## config.mk

```make
export PLATFORM = sky130hd
export DESIGN_NAME = dma_req_arbiter
export DESIGN_NICKNAME = d
export VERILOG_FILES = /design/src/rtl/dma_arb_pkg.sv /design/src/rtl/dma_prio_enc.sv /design/src/rtl/dma_req_regs.sv /design/src/rtl/dma_grant_ctrl.sv /design/src/rtl/dma_req_arbiter.sv
export SDC_FILE = /design/constraint.sdc
export NUM_CORES = 1
export LEC_CHECK = 0
export ABC_AREA = 1
export BUFFER_PORTS_ARGS = -buffer_cell sky130_fd_sc_hd__buf_4
export CORE_MARGIN = 2
export CORE_UTILIZATION = 50
export DETAILED_ROUTE_END_ITERATION = 16
export PLACE_DENSITY = 0.78
export SETUP_SLACK_MARGIN = 0.3
export SLEW_MARGIN = 30
export SYNTH_ARGS = -nofsm -noshare
export SYNTH_HDL_FRONTEND = slang
export SYNTH_HIERARCHICAL = 1
export SYNTH_SLANG_ARGS = --single-unit
```

## constraint.sdc

```tcl
create_clock -name clk -period 4.3 [get_ports clk]
set_input_delay 1.075 -clock clk [delete_from_list [all_inputs] [get_ports clk]]
set_output_delay 1.075 -clock clk [all_outputs]
set_load 0.02 [all_outputs]
```

## src/rtl/dma_arb_pkg.sv

```systemverilog
package dma_arb_pkg;
  localparam int CH_PER_CTRL = 4;
  localparam int NUM_CTRL    = 2;
  localparam int NUM_CH      = CH_PER_CTRL * NUM_CTRL;
  localparam int CH_W        = $clog2(NUM_CH);
  localparam int LOC_W       = $clog2(CH_PER_CTRL);
  localparam int LINK_CH     = CH_PER_CTRL;

  // one-hot decode of a channel number, gated by a valid flag
  function automatic logic [NUM_CH-1:0] chan_onehot(input logic v, input logic [CH_W-1:0] c);
    logic [NUM_CH-1:0] r;
    r = '0;
    if (v) r[c] = 1'b1;
    return r;
  endfunction

  // request a channel presents after masking; the link channel never requests
  // on its own, secondary channels also need the link channel unmasked
  function automatic logic [NUM_CH-1:0] live_requests(input logic [NUM_CH-1:0] hw,
                                                      input logic [NUM_CH-1:0] sw,
                                                      input logic [NUM_CH-1:0] msk);
    logic [NUM_CH-1:0] r;
    for (int c = 0; c < NUM_CH; c++) begin
      if (c == LINK_CH)      r[c] = 1'b0;
      else if (c < LINK_CH)  r[c] = (hw[c] | sw[c]) & ~msk[c];
      else                   r[c] = (hw[c] | sw[c]) & ~msk[c] & ~msk[LINK_CH];
    end
    return r;
  endfunction
endpackage

```

## src/rtl/dma_prio_enc.sv

```systemverilog
module dma_prio_enc #(
  parameter int W = 4,
  localparam int IW = (W > 1) ? $clog2(W) : 1
) (
  input  logic [W-1:0]  req,
  output logic          any,
  output logic [IW-1:0] idx
);
  // lowest index wins: scan from the top so the last hit is the lowest
  always_comb begin
    any = 1'b0;
    idx = '0;
    for (int i = W - 1; i >= 0; i--) begin
      if (req[i]) begin
        any = 1'b1;
        idx = IW'(i);
      end
    end
  end
endmodule

```

## src/rtl/dma_req_regs.sv

```systemverilog
module dma_req_regs
  import dma_arb_pkg::*;
#(
  parameter int N    = NUM_CH,
  parameter int LINK = LINK_CH,
  localparam int CW  = $clog2(N)
) (
  input  logic          clk,
  input  logic          rst_n,
  input  logic          sw_wr_en,
  input  logic [CW-1:0] sw_wr_chan,
  input  logic          sw_wr_val,
  input  logic          mask_wr_en,
  input  logic [CW-1:0] mask_wr_chan,
  input  logic          mask_wr_val,
  input  logic          tc_clr_en,
  input  logic [CW-1:0] tc_clr_chan,
  output logic [N-1:0]  sw_q,
  output logic [N-1:0]  mask_q
);
  logic [N-1:0] sw_nxt;
  logic         sw_write_ok;

  assign sw_write_ok = sw_wr_en && (sw_wr_chan != CW'(LINK));

  always_comb begin
    sw_nxt = sw_q;
    if (tc_clr_en)   sw_nxt[tc_clr_chan] = 1'b0;
    if (sw_write_ok) sw_nxt[sw_wr_chan]  = sw_wr_val;
  end

  always_ff @(posedge clk or negedge rst_n) begin
    if (!rst_n) begin
      sw_q   <= '0;
      mask_q <= '1;
    end else begin
      sw_q <= sw_nxt;
      if (mask_wr_en) mask_q[mask_wr_chan] <= mask_wr_val;
    end
  end

  // link channel software bit never becomes set
  a_r3_link_sw_zero: assert property (@(posedge clk) disable iff (!rst_n) !sw_q[LINK]);
  // terminal count clears the served channel's bit unless rewritten
  a_r11_tc_clears: assert property (@(posedge clk) disable iff (!rst_n)
    (tc_clr_en && !(sw_wr_en && sw_wr_chan == tc_clr_chan)) |=> !sw_q[$past(tc_clr_chan)]);
  // a legal write lands one clock later
  a_r4_write_lands: assert property (@(posedge clk) disable iff (!rst_n)
    sw_write_ok |=> sw_q[$past(sw_wr_chan)] == $past(sw_wr_val));
  // mask writes land one clock later
  a_r5_mask_lands: assert property (@(posedge clk) disable iff (!rst_n)
    mask_wr_en |=> mask_q[$past(mask_wr_chan)] == $past(mask_wr_val));
endmodule

```

## src/rtl/dma_grant_ctrl.sv

```systemverilog
module dma_grant_ctrl
  import dma_arb_pkg::*;
#(
  parameter int N   = NUM_CH,
  localparam int CW = $clog2(N)
) (
  input  logic          clk,
  input  logic          rst_n,
  input  logic [N-1:0]  live_req,
  input  logic          win_any,
  input  logic [CW-1:0] win_idx,
  output logic          valid_q,
  output logic [CW-1:0] idx_q,
  output logic [N-1:0]  ack,
  output logic          keep_grant,
  output logic          take_new
);
  assign keep_grant = valid_q && live_req[idx_q];
  assign take_new   = !keep_grant && win_any;

  always_ff @(posedge clk or negedge rst_n) begin
    if (!rst_n) begin
      valid_q <= 1'b0;
      idx_q   <= '0;
    end else if (!keep_grant) begin
      valid_q <= win_any;
      idx_q   <= win_any ? win_idx : '0;
    end
  end

  always_comb begin
    ack = '0;
    if (valid_q) ack[idx_q] = 1'b1;
  end

  // never two acknowledges
  a_r2_ack_onehot: assert property (@(posedge clk) disable iff (!rst_n) $onehot0(ack));
  // a held grant keeps its channel
  a_r9_hold: assert property (@(posedge clk) disable iff (!rst_n)
    keep_grant |=> (valid_q && idx_q == $past(idx_q)));
  // a new winner is registered on the next edge
  a_r10_take: assert property (@(posedge clk) disable iff (!rst_n)
    take_new |=> (valid_q && idx_q == $past(win_idx)));
  // no request left releases the grant
  a_r10_release: assert property (@(posedge clk) disable iff (!rst_n)
    (!keep_grant && !win_any) |=> !valid_q);
endmodule

```

## src/rtl/dma_req_arbiter.sv

```systemverilog
module dma_req_arbiter
  import dma_arb_pkg::*;
(
  input  logic              clk,
  input  logic              rst_n,
  input  logic [NUM_CH-1:0] hw_req,
  input  logic              sw_wr_en,
  input  logic [CH_W-1:0]   sw_wr_chan,
  input  logic              sw_wr_val,
  input  logic              mask_wr_en,
  input  logic [CH_W-1:0]   mask_wr_chan,
  input  logic              mask_wr_val,
  input  logic              tc,
  output logic [NUM_CH-1:0] ack,
  output logic [CH_W-1:0]   grant_chan,
  output logic              grant_valid,
  output logic [NUM_CH-1:0] sw_pend
);
  logic [NUM_CH-1:0]   mask_q;
  logic [NUM_CH-1:0]   live_req;
  logic [NUM_CTRL-1:0] ctrl_any;
  logic [LOC_W-1:0]    ctrl_idx [NUM_CTRL];
  logic                win_any;
  logic [CH_W-1:0]     win_idx;
  logic                keep_grant;
  logic                take_new;

  dma_req_regs #(.N(NUM_CH), .LINK(LINK_CH)) u_regs (
    .clk          (clk),
    .rst_n        (rst_n),
    .sw_wr_en     (sw_wr_en),
    .sw_wr_chan   (sw_wr_chan),
    .sw_wr_val    (sw_wr_val),
    .mask_wr_en   (mask_wr_en),
    .mask_wr_chan (mask_wr_chan),
    .mask_wr_val  (mask_wr_val),
    .tc_clr_en    (tc && grant_valid),
    .tc_clr_chan  (grant_chan),
    .sw_q         (sw_pend),
    .mask_q       (mask_q)
  );

  assign live_req = live_requests(hw_req, sw_pend, mask_q);

  // one fixed-priority encoder per controller
  for (genvar k = 0; k < NUM_CTRL; k++) begin : g_ctrl
    dma_prio_enc #(.W(CH_PER_CTRL)) u_enc (
      .req (live_req[k*CH_PER_CTRL +: CH_PER_CTRL]),
      .any (ctrl_any[k]),
      .idx (ctrl_idx[k])
    );
  end

  // secondary result enters the primary at the link slot, after channel 3
  assign win_any = ctrl_any[0] | ctrl_any[1];
  assign win_idx = ctrl_any[0] ? {1'b0, ctrl_idx[0]} : {1'b1, ctrl_idx[1]};

  dma_grant_ctrl #(.N(NUM_CH)) u_grant (
    .clk        (clk),
    .rst_n      (rst_n),
    .live_req   (live_req),
    .win_any    (win_any),
    .win_idx    (win_idx),
    .valid_q    (grant_valid),
    .idx_q      (grant_chan),
    .ack        (ack),
    .keep_grant (keep_grant),
    .take_new   (take_new)
  );

  // the link channel never reaches a device
  a_r3_no_link_ack: assert property (@(posedge clk) disable iff (!rst_n) !ack[LINK_CH]);
  // a primary request keeps the winner inside channels 0-3
  a_r7_primary_first: assert property (@(posedge clk) disable iff (!rst_n)
    ctrl_any[0] |-> win_idx < CH_W'(LINK_CH));
  // masking the link channel silences the secondary controller
  a_r8_link_mask: assert property (@(posedge clk) disable iff (!rst_n)
    mask_q[LINK_CH] |-> !ctrl_any[1]);
  // a new grant only goes to an unmasked channel
  a_r5_unmasked_winner: assert property (@(posedge clk) disable iff (!rst_n)
    take_new |-> !mask_q[win_idx]);
  // the number matches the acknowledge
  a_r2_chan_matches: assert property (@(posedge clk) disable iff (!rst_n)
    grant_valid |-> ack[grant_chan]);
endmodule

```

==> results of run 1 <==
## worst max-delay path, cell delays in order, from the launching register on
cell and delay [ps]:
dfrtp_1 530, inv_2 150, nand2_1 110, nor2_1 130, buf_4 150
## through the flow
step | setup WS (ps) | util
floorplan | 2150 | -
global placement | 2060 | 0.643
detailed placement | 2060 | 0.643
CTS | 1830 | 0.653
global route | 1700 | 0.653
finish | 1850 | 0.653
## sequential cells by signal, indices dropped and copies added, names as in the netlist
register and count:
u_grant/idx_q 3, u_regs/mask_q 8, u_grant/valid_q 1, u_regs/sw_q 8
## layout make-up
cell class | count | area (sq um)
inverters | 44 | 165
fillers | 257 | 933
flip-flops and latches | 20 | 510
repair buffers | 39 | 293
clock buffers | 4 | 26.3
well taps | 31 | 38.8
multi-input cells | 161 | 719
## worst min-delay path by stage
stage / startpoint / to / slack, ps / cells past startpoint
global placement: u_regs/mask_q[4] / u_regs/mask_q[4] / 450 / 2
floorplan: u_regs/mask_q[5] / u_regs/mask_q[5] / 450 / 2
finish: u_regs/mask_q[5] / u_regs/mask_q[5] / 470 / 2
global route: u_regs/mask_q[1] / u_regs/mask_q[1] / 490 / 2
CTS: u_regs/mask_q[5] / u_regs/mask_q[5] / 470 / 2
detailed placement: u_regs/mask_q[5] / u_regs/mask_q[5] / 460 / 2
## cell usage in the layout, fill, tap and decap left out, drive strengths merged
cell type  count
nand2         76
nor2          45
conb           4
o21ai         13
or2            1
nor3           4
dfrtp         12
buf           39
clkbuf         4
inv           44
nand3         13
a21oi          4
a21boi         1
dfstp          8
## metal layers
| metal | track usage | up-vias |
|---|---|---|
| li1 | - | 751 |
| met1 | 0.252 | 573 |
| met2 | 0.334 | 34 |
| met3 | 0.0276 | 8 |
| met4 | 0.116 | 0 |
| met5 | 0 | - |
## power breakdown
group	total [mW]	internal (mW)	leakage [nW]	switching, mW
Combinational	0.444	0.175	0.741	0.269
Clock	0.0914	0.0361	0.0150	0.0553
Sequential	0.298	0.243	0.236	0.0552
==> reports/qor.txt, run 1 <==
Hpwl dp - 2350 microns
Min cycle time layout - 2450 ps
Fin area - 1750 sq um
Synthesized cell area - 1380 sq um
PnR Total Power - 0.833 mW
Final Non-Filler Cells - 299
Reg2reg end - u_grant/idx_q[0]
Leak - 0.992 nW
Syn Inst Count - 222
CTS tree - yes
Worst skew pair latency - 310 ps
Initial DRC count - 50
Fin crit share - 0.570
Outcome - finished, final reports clean
Top Metal Used - met4
Final Hold Viols - 0
Clk sinks - 20
Worst vdd ir - 0.402 mV
Final nets - 290
Maxcap violations - 0
Chip Width - 56.6 microns
GRT overflow - 0
Initial antenna violation count - 0
Io pins - 41
Antenna-violating nets left - 0
Max Slew Vio Count - 0
R2R Setup Slk - 2830 ps
Wl on met1 - 1340 microns
Placer congestion estimate - 0.858
Worst-path clk slew - 120 ps
IO buf count - 39
Synthesis Warnings - 6
HP Class - reg2reg
Clock root buffer - clkbuf_4
Largest net degree at the start of global routing - 21
Antenna diodes - 0
Worst r2r src - u_regs/sw_q[2]
DRC - 0
RSZ-0062 raised after global routing - no
Final setup fails - 0
Avg Synthesized Cell Area - 6.23 sq um
Critical Path Source - u_grant/idx_q[0]
Final setup TNS - 0 ps
CTS Buf Count - 3
Initial core utilization - 0.515
Setup Crit Path Kind - reg2out
Die footprint - 3200 sq um
R2R cell count - 9
Arrival time of the worst setup path - 1380 ps
Post_cts resized - 0
Core box area - 2690 sq um
Post-Route WL - 2890 microns
Vias in the first global route - 1188
Drt first pass iters - 4
Final hold slack - 475 ps
Vias - 1366
Placed Area - 1730 sq um
Hold Buf Count CTS - 0
First-pass GRT wire length - 5000 microns
Fmax - 408 MHz
Clock Skews - 19.1 ps
Gr usage total - 0.203
Setup bufs post-CTS - 0
Power Density - 475 nW/um^2
Share of layout cells above drive strength 1 - 0.246
CP Capture Point - ack[4]
Element type at the critical path start - register
CTS Buffer Depth - 2
Met2 wire length - 1330 microns
P&R area growth vs syn - 26.7%
FP Rows - 19
Die height - 56.6 microns
Vias per inst - 4.57
Placed Cells - 295
Worst-path fanout max - 11
Met3 WL - 118 microns
WL/cell - 9.65 microns
H-tree Lvls - 1
CP Capture Type - output port
Crit path required time - 3220 ps
Power figures use the tool's default switching activity.
==> run 2, diff against run 1 <==
--- a/config.mk
+++ b/config.mk
@@ -8,9 +8,9 @@
 export ABC_AREA = 1
 export BUFFER_PORTS_ARGS = -buffer_cell sky130_fd_sc_hd__buf_4
 export CORE_MARGIN = 2
-export CORE_UTILIZATION = 50
+export CORE_UTILIZATION = 46
 export DETAILED_ROUTE_END_ITERATION = 16
-export PLACE_DENSITY = 0.78
+export PLACE_DENSITY = 0.75
 export SETUP_SLACK_MARGIN = 0.3
 export SLEW_MARGIN = 30
 export SYNTH_ARGS = -nofsm -noshare
==> constraint.sdc (replaced) <==
create_clock -name clk -period 2 [get_ports clk]
set_input_delay 0.5 -clock clk [delete_from_list [all_inputs] [get_ports clk]]
set_output_delay 0.5 -clock clk [all_outputs]
set_load 0.02 [all_outputs]
==> run 2 against run 1 <==
  * Count of clock-buffer cells in the layout fell by 1
  * Critical path depth up 1
  * Setup slack got worse by 1600 ps
  * Largest power group unchanged
  * First-iteration DRC count increased by 6.0%
  * Critical endpoint is now ack[2]
  * Total power increased to 2.6 times the previous value
  * Combinational power grew to 2.7 times the previous value
  * Routed wire length rose by 15%
  * The run now ends with design-rule violations left
  * Register-to-register slack lost 2300 ps
  * Final cell count increased by 3.7%
  * Non-clock buffer count rose by 11
  * Worst hold slack got worse by 440 ps
  * Critical path type unchanged
  * Highest routed layer unchanged
==> reports/qor.txt, run 2 (synthesis results as in run 1) <==
Power Density - 1140 nW/um^2 (+140%)
Die height - 58.9 microns (+4.0%)
Die footprint - 3460 sq um (+8.1%)
Worst vdd ir - 0.507 mV (+26%)
IO buf count - 39 (unchanged)
Largest net degree at the start of global routing - 21 (unchanged)
Clk sinks - 20 (unchanged)
H-tree Lvls - 1 (unchanged)
Crit path required time - 1500 ps (-1720 ps)
Final setup fails - 0 (unchanged)
Clock root buffer - clkbuf_4
P&R area growth vs syn - 38.1%
Critical Path Source - u_grant/idx_q[1]
Fin area - 1910 sq um (+9.0%)
R2R cell count - 9 (unchanged)
Reg2reg end - u_grant/idx_q[0]
CP cell instances - inv_2, nor2_4, inv_2, nor2_1, buf_4
Arrival time of the worst setup path - 1290 ps (-90 ps)
Antenna-violating nets left - 0 (unchanged)
Vias per inst - 4.67 (+2.3%)
Largest stage delay on the critical path - 490 ps (-40 ps)
Min cycle time layout - 1790 ps
Largest regs - u_regs/mask_q (8), u_regs/sw_q (8), u_grant/idx_q (3)
Fmax - 558 MHz
Placed Area - 1730 sq um (unchanged)
Vias - 1449 (+6.1%)
Drt first pass iters - 10 (+6)
Fin crit share - 0.896
Core box area - 2810 sq um (+4.4%)
Worst-path clk slew - 130 ps (about the same)
CTS tree - yes
Clock Skews - 21.0 ps (+1.92 ps)
Worst r2r src - u_regs/sw_q[0]
CTS Buffer Depth - 2 (unchanged)
Io pins - 41 (unchanged)
Leak - 1.06 nW (+6.5%)
CP Capture Type - output port
Share of layout cells above drive strength 1 - 0.337 (+0.0906)
Initial antenna violation count - 0 (unchanged)
Element type at the critical path start - register
Hpwl dp - 2400 microns (+2.0%)
Violated checks - design-rule violations
Final Hold Viols - 0 (unchanged)
Initial core utilization - 0.493 (-0.0218)
RSZ-0062 raised after global routing - yes
GRT overflow - 0 (unchanged)
HP Class - in2async
Post-Route WL - 3330 microns (+15%)
Setup Crit Path Kind - reg2out
Antenna diodes - 0 (unchanged)
CTS Buf Count - 3 (unchanged)
DRC - 3 (+3)
Bufs and invs on worst path - 3 (+1)
R2R Setup Slk - 500 ps (-2330 ps)
CP dominant cell by count - inv_2
First-pass GRT wire length - 5490 microns (+9.7%)
Final nets - 301 (+3.8%)
Most common cell after layout, fill and taps aside - nand2_1
Worst skew pair latency - 310 ps (about the same)
Initial DRC count - 53 (+6.0%)
Final setup TNS - 0 ps (unchanged)
Vias in the first global route - 1257 (+5.8%)
Maxcap violations - 0 (unchanged)
Filler cells - 269 (+4.7%)
Top delay family on crit path - flip-flops
Chip Width - 58.9 microns (+4.0%)
Worst-path fanout max - 5 (-6)
Most frequent cells in the layout - nand2_1, buf_4, inv_1, nor2_1, nand3_1
Placer congestion estimate - 0.855 (-0.31%)
Gr usage total - 0.207 (+0.00455)
FP Rows - 19 (unchanged)
Max Slew Vio Count - 0 (unchanged)
WL/cell - 10.7 microns (+11%)
Outcome - finished, violations left
Worst path slowest cell - dfrtp_2
## run 2: area by class of cell
class / count / area (sq um) / area share
Timing Repair Buffer: 50 / 387 / 0.202
Inverter: 44 / 165 / 0.0864
Clock buffer: 3 / 22.5 / 0.0118
Tap cell: 31 / 38.8 / 0.0203
Clock inverter: 1 / 30.0 / 0.0157
Multi-Input combinational cell: 161 / 752 / 0.394
Sequential cell: 20 / 515 / 0.270
## run 2: power by group
part / switching [mW] / total, mW / internal, mW / leakage (nW)
registers: 0.107 / 0.634 / 0.527 / 0.232
logic: 0.689 / 1.21 / 0.518 / 0.797
clock network: 0.129 / 0.331 / 0.203 / 0.0279
## run 2: worst reg2reg max path, delay by kind of cell, from the launching register on
kind                   cells  cell delay [ps]
buffers and inverters      1               30
DFF                        1              430
and+or+nand+nor            8              940
## run 2: worst max-delay path by stage
stage | end | depth (start not counted)
2_1_floorplan | ack[4] | 4
3_3_place_gp | u_grant/idx_q[1] | 10
3_5_place_dp | u_grant/idx_q[0] | 10
4_1_cts | ack[5] | 4
5_1_grt | ack[2] | 5
6_report | ack[2] | 5
## run 2: layer usage
metal | part of all wire | GRT usage | wire, microns
met1 | 0.44 | 0.262 | 1460
met2 | 0.50 | 0.367 | 1660
met3 | 0.056 | 0.0352 | 187
met4 | 0.0069 | 0.0487 | 23
met5 | 0 | 0 | 0
## run 2: per-stage QoR
step	utilization	hold WS [ps]	power (mW)	worst slack, ps	cells
4_1_cts	0.665	39.2	2.08	276	308
3_3_place_gp	0.616	393	1.60	353	295
3_5_place_dp	0.616	393	1.61	346	295
5_1_grt	0.681	34.9	2.34	159	310
6_report	0.681	37.8	2.17	207	310
2_1_floorplan	-	204	1.28	426	225
## run 2: repair_timing
action | CTS | global route
gates resized for setup | 11 | 11
buffers inserted | 9 | 2
pin swaps | 2 | 5
hold buffers | 0 | 0
setup endpoints to repair | 8 | 9
==> run 3, diff against run 2 <==
--- a/config.mk
+++ b/config.mk
@@ -11,6 +11,7 @@
 export CORE_UTILIZATION = 46
 export DETAILED_ROUTE_END_ITERATION = 16
 export PLACE_DENSITY = 0.75
+export RECOVER_POWER = 50
 export SETUP_SLACK_MARGIN = 0.3
 export SLEW_MARGIN = 30
 export SYNTH_ARGS = -nofsm -noshare
==> run 3 against run 2 <==
  * Count of clock-buffer cells in the layout unchanged
  * Via count about the same
  * Utilization is 0.62 points lower
  * Non-clock buffer count unchanged
  * Clock power is essentially flat
  * The flow still finishes with violations (design-rule violations)
  * Largest cell class unchanged
  * Worst hold slack improved by 300 ps
  * Flip-flop and latch count unchanged
  * Sequential power is essentially flat
==> reports/qor.txt, run 3 (synthesis results as in run 1) <==
FP Rows - 19 (unchanged)
IO buf count - 39 (unchanged)
Crit path required time - 1500 ps (about the same)
Largest regs - u_regs/mask_q (8), u_regs/sw_q (8), u_grant/idx_q (3)
Gr usage total - 0.207 (unchanged)
CP dominant cell by count - inv_2
Vias per inst - 4.67 (about the same)
Die height - 58.9 microns (unchanged)
Largest net degree at the start of global routing - 21 (unchanged)
Largest stage delay on the critical path - 490 ps (about the same)
Psw - 0.923 mW (-0.16%)
Post-Route WL - 3330 microns (about the same)
Relative slew slack - 0.302
Max Slew Vio Count - 0 (unchanged)
Initial antenna violation count - 0 (unchanged)
P_int - 1.24 mW (-0.32%)
WL/cell - 10.7 microns (about the same)
Filler cells - 276 (+2.6%)
Setup Crit Path Kind - reg2out
Clk sinks - 20 (unchanged)
Drt first pass iters - 10 (unchanged)
HP Class - in2async
Antenna-violating nets left - 0 (unchanged)
Final setup fails - 0 (unchanged)
Leak - 1.05 nW (-0.68%)
Final Non-Filler Cells - 310 (unchanged)
Clock root buffer - clkbuf_4
Violated checks - design-rule violations
Initial core utilization - 0.493 (unchanged)
Maxcap violations - 0 (unchanged)
Met2 Use GR - 0.367 (unchanged)
Placer congestion estimate - 0.855 (unchanged)
Power share of the combinational group - 0.554 (-0.002)
Clock Skews - 21.7 ps (+0.742 ps)
CTS Buf Count - 3 (unchanged)
Fmax - 557 MHz (-0.17%)
PnR Total Power - 2.17 mW (-0.25%)
Final setup TNS - 0 ps (unchanged)
CP Capture Type - output port
Element type at the critical path start - register
Power Density - 1140 nW/um^2 (+0.67%)
Sequential share of power - 0.293 (about the same)
GRT overflow - 0 (unchanged)
CTS Buffer Depth - 2 (unchanged)
Vias - 1448 (-0.069%)
Arrival time of the worst setup path - 1300 ps (about the same)
Vias in the first global route - 1257 (unchanged)
First-pass GRT wire length - 5490 microns (unchanged)
Core box area - 2810 sq um (unchanged)
Hpwl dp - 2400 microns (unchanged)
Worst-path fanout max - 5 (unchanged)
H-tree Lvls - 1 (unchanged)
Initial DRC count - 53 (unchanged)
Bufs and invs on worst path - 3 (unchanged)
Worst vdd ir - 0.507 mV (about the same)
GRT Max-Usage Layer - met2
CP cell instances - inv_2, nor2_4, inv_2, nor2_1, buf_4
Worst skew pair latency - 310 ps (about the same)
Share of layout cells above drive strength 1 - 0.323 (-0.0143)
Sw Ratio - 0.426 (about the same)
Most common cell after layout, fill and taps aside - nand2_1
P&R area growth vs syn - 36.8%
Final hold slack - 334 ps (+296 ps)
Met3 global-route usage - 0.0352 (unchanged)
Chip Width - 58.9 microns (unchanged)
CTS tree - yes
Fin crit share - 0.898 (+0.00155)
Final nets - 301 (unchanged)
Placed Cells - 295 (unchanged)
Least-Margin Pin Slew - 1050 ps
Top delay family on crit path - flip-flops
Min cycle time layout - 1800 ps (+3.10 ps)
Clock power frac - 0.153 (about the same)
Worst-path clk slew - 130 ps (about the same)
Most frequent cells in the layout - nand2_1, buf_4, nor2_1
Die footprint - 3460 sq um (unchanged)
Outcome - finished, violations left
Global-route met1 utilization - 0.262 (unchanged)
RSZ-0062 raised after global routing - yes
Final Hold Viols - 0 (unchanged)
Antenna diodes - 0 (unchanged)
DRC - 3 (unchanged)
Worst path slowest cell - dfrtp_2
Io pins - 41 (unchanged)
==> run 3: cell type report <==
type / instances / area (sq um) / share of cell area
multi-input cells: 161 / 742 / 0.392
flip-flops and latches: 20 / 515 / 0.272
repair buffers: 50 / 379 / 0.200
inverters: 44 / 165 / 0.0872
well taps: 31 / 38.8 / 0.0205
clock inverters: 1 / 30.0 / 0.0159
clock buffers: 3 / 22.5 / 0.0119
==> run 3: worst paths after layout <==
| kind | start | to | slack [ps] | cells past startpoint |
|---|---|---|---|---|
| max | u_grant/idx_q[1] | ack[2] | 200 | 5 |
| min | rst_n | u_regs/sw_q[1] | 330 | 1 |
| max reg2reg | u_regs/sw_q[0] | u_grant/idx_q[0] | 500 | 9 |
| min reg2reg | u_regs/mask_q[5] | u_regs/mask_q[5] | 490 | 2 |
| max in group asynchronous | rst_n | u_grant/idx_q[1] | 970 | 1 |
| min in group clk | sw_wr_val | u_regs/sw_q[7] | 440 | 3 |
==> run 3: through the flow <==
stage / instance area (sq um) / setup WS (ps) / util
global route: 1890 / 159 / 0.675
global placement: 1730 / 353 / 0.616
CTS: 1870 / 276 / 0.665
floorplan: 1400 / 426 / -
detailed placement: 1730 / 346 / 0.616
finish: 1890 / 204 / 0.675
==> run 3: per-layer routing <==
metal  part of all wire  vias up
li1                   -      768
met1               0.44      632
met2               0.50       44
met3              0.059        4
met4             0.0081        0
met5                  0        -
==> run 3: power groups by stage <==
stage          sequential, mW  combinational, mW  clock, mW
6_report                0.634               1.20      0.332
3_3_place_gp            0.652              0.943          0
3_5_place_dp            0.652              0.955          0
5_1_grt                 0.650               1.32      0.354
4_1_cts                 0.627               1.12      0.337
2_1_floorplan           0.701              0.579          0
==> run 3: timing repair <==
action                     4_1_cts  5_1_grt
setup endpoints to repair        8        9
pin swaps                        2        5
resized for setup               11       11
hold buffers                     0        0
buffers inserted                 9        2
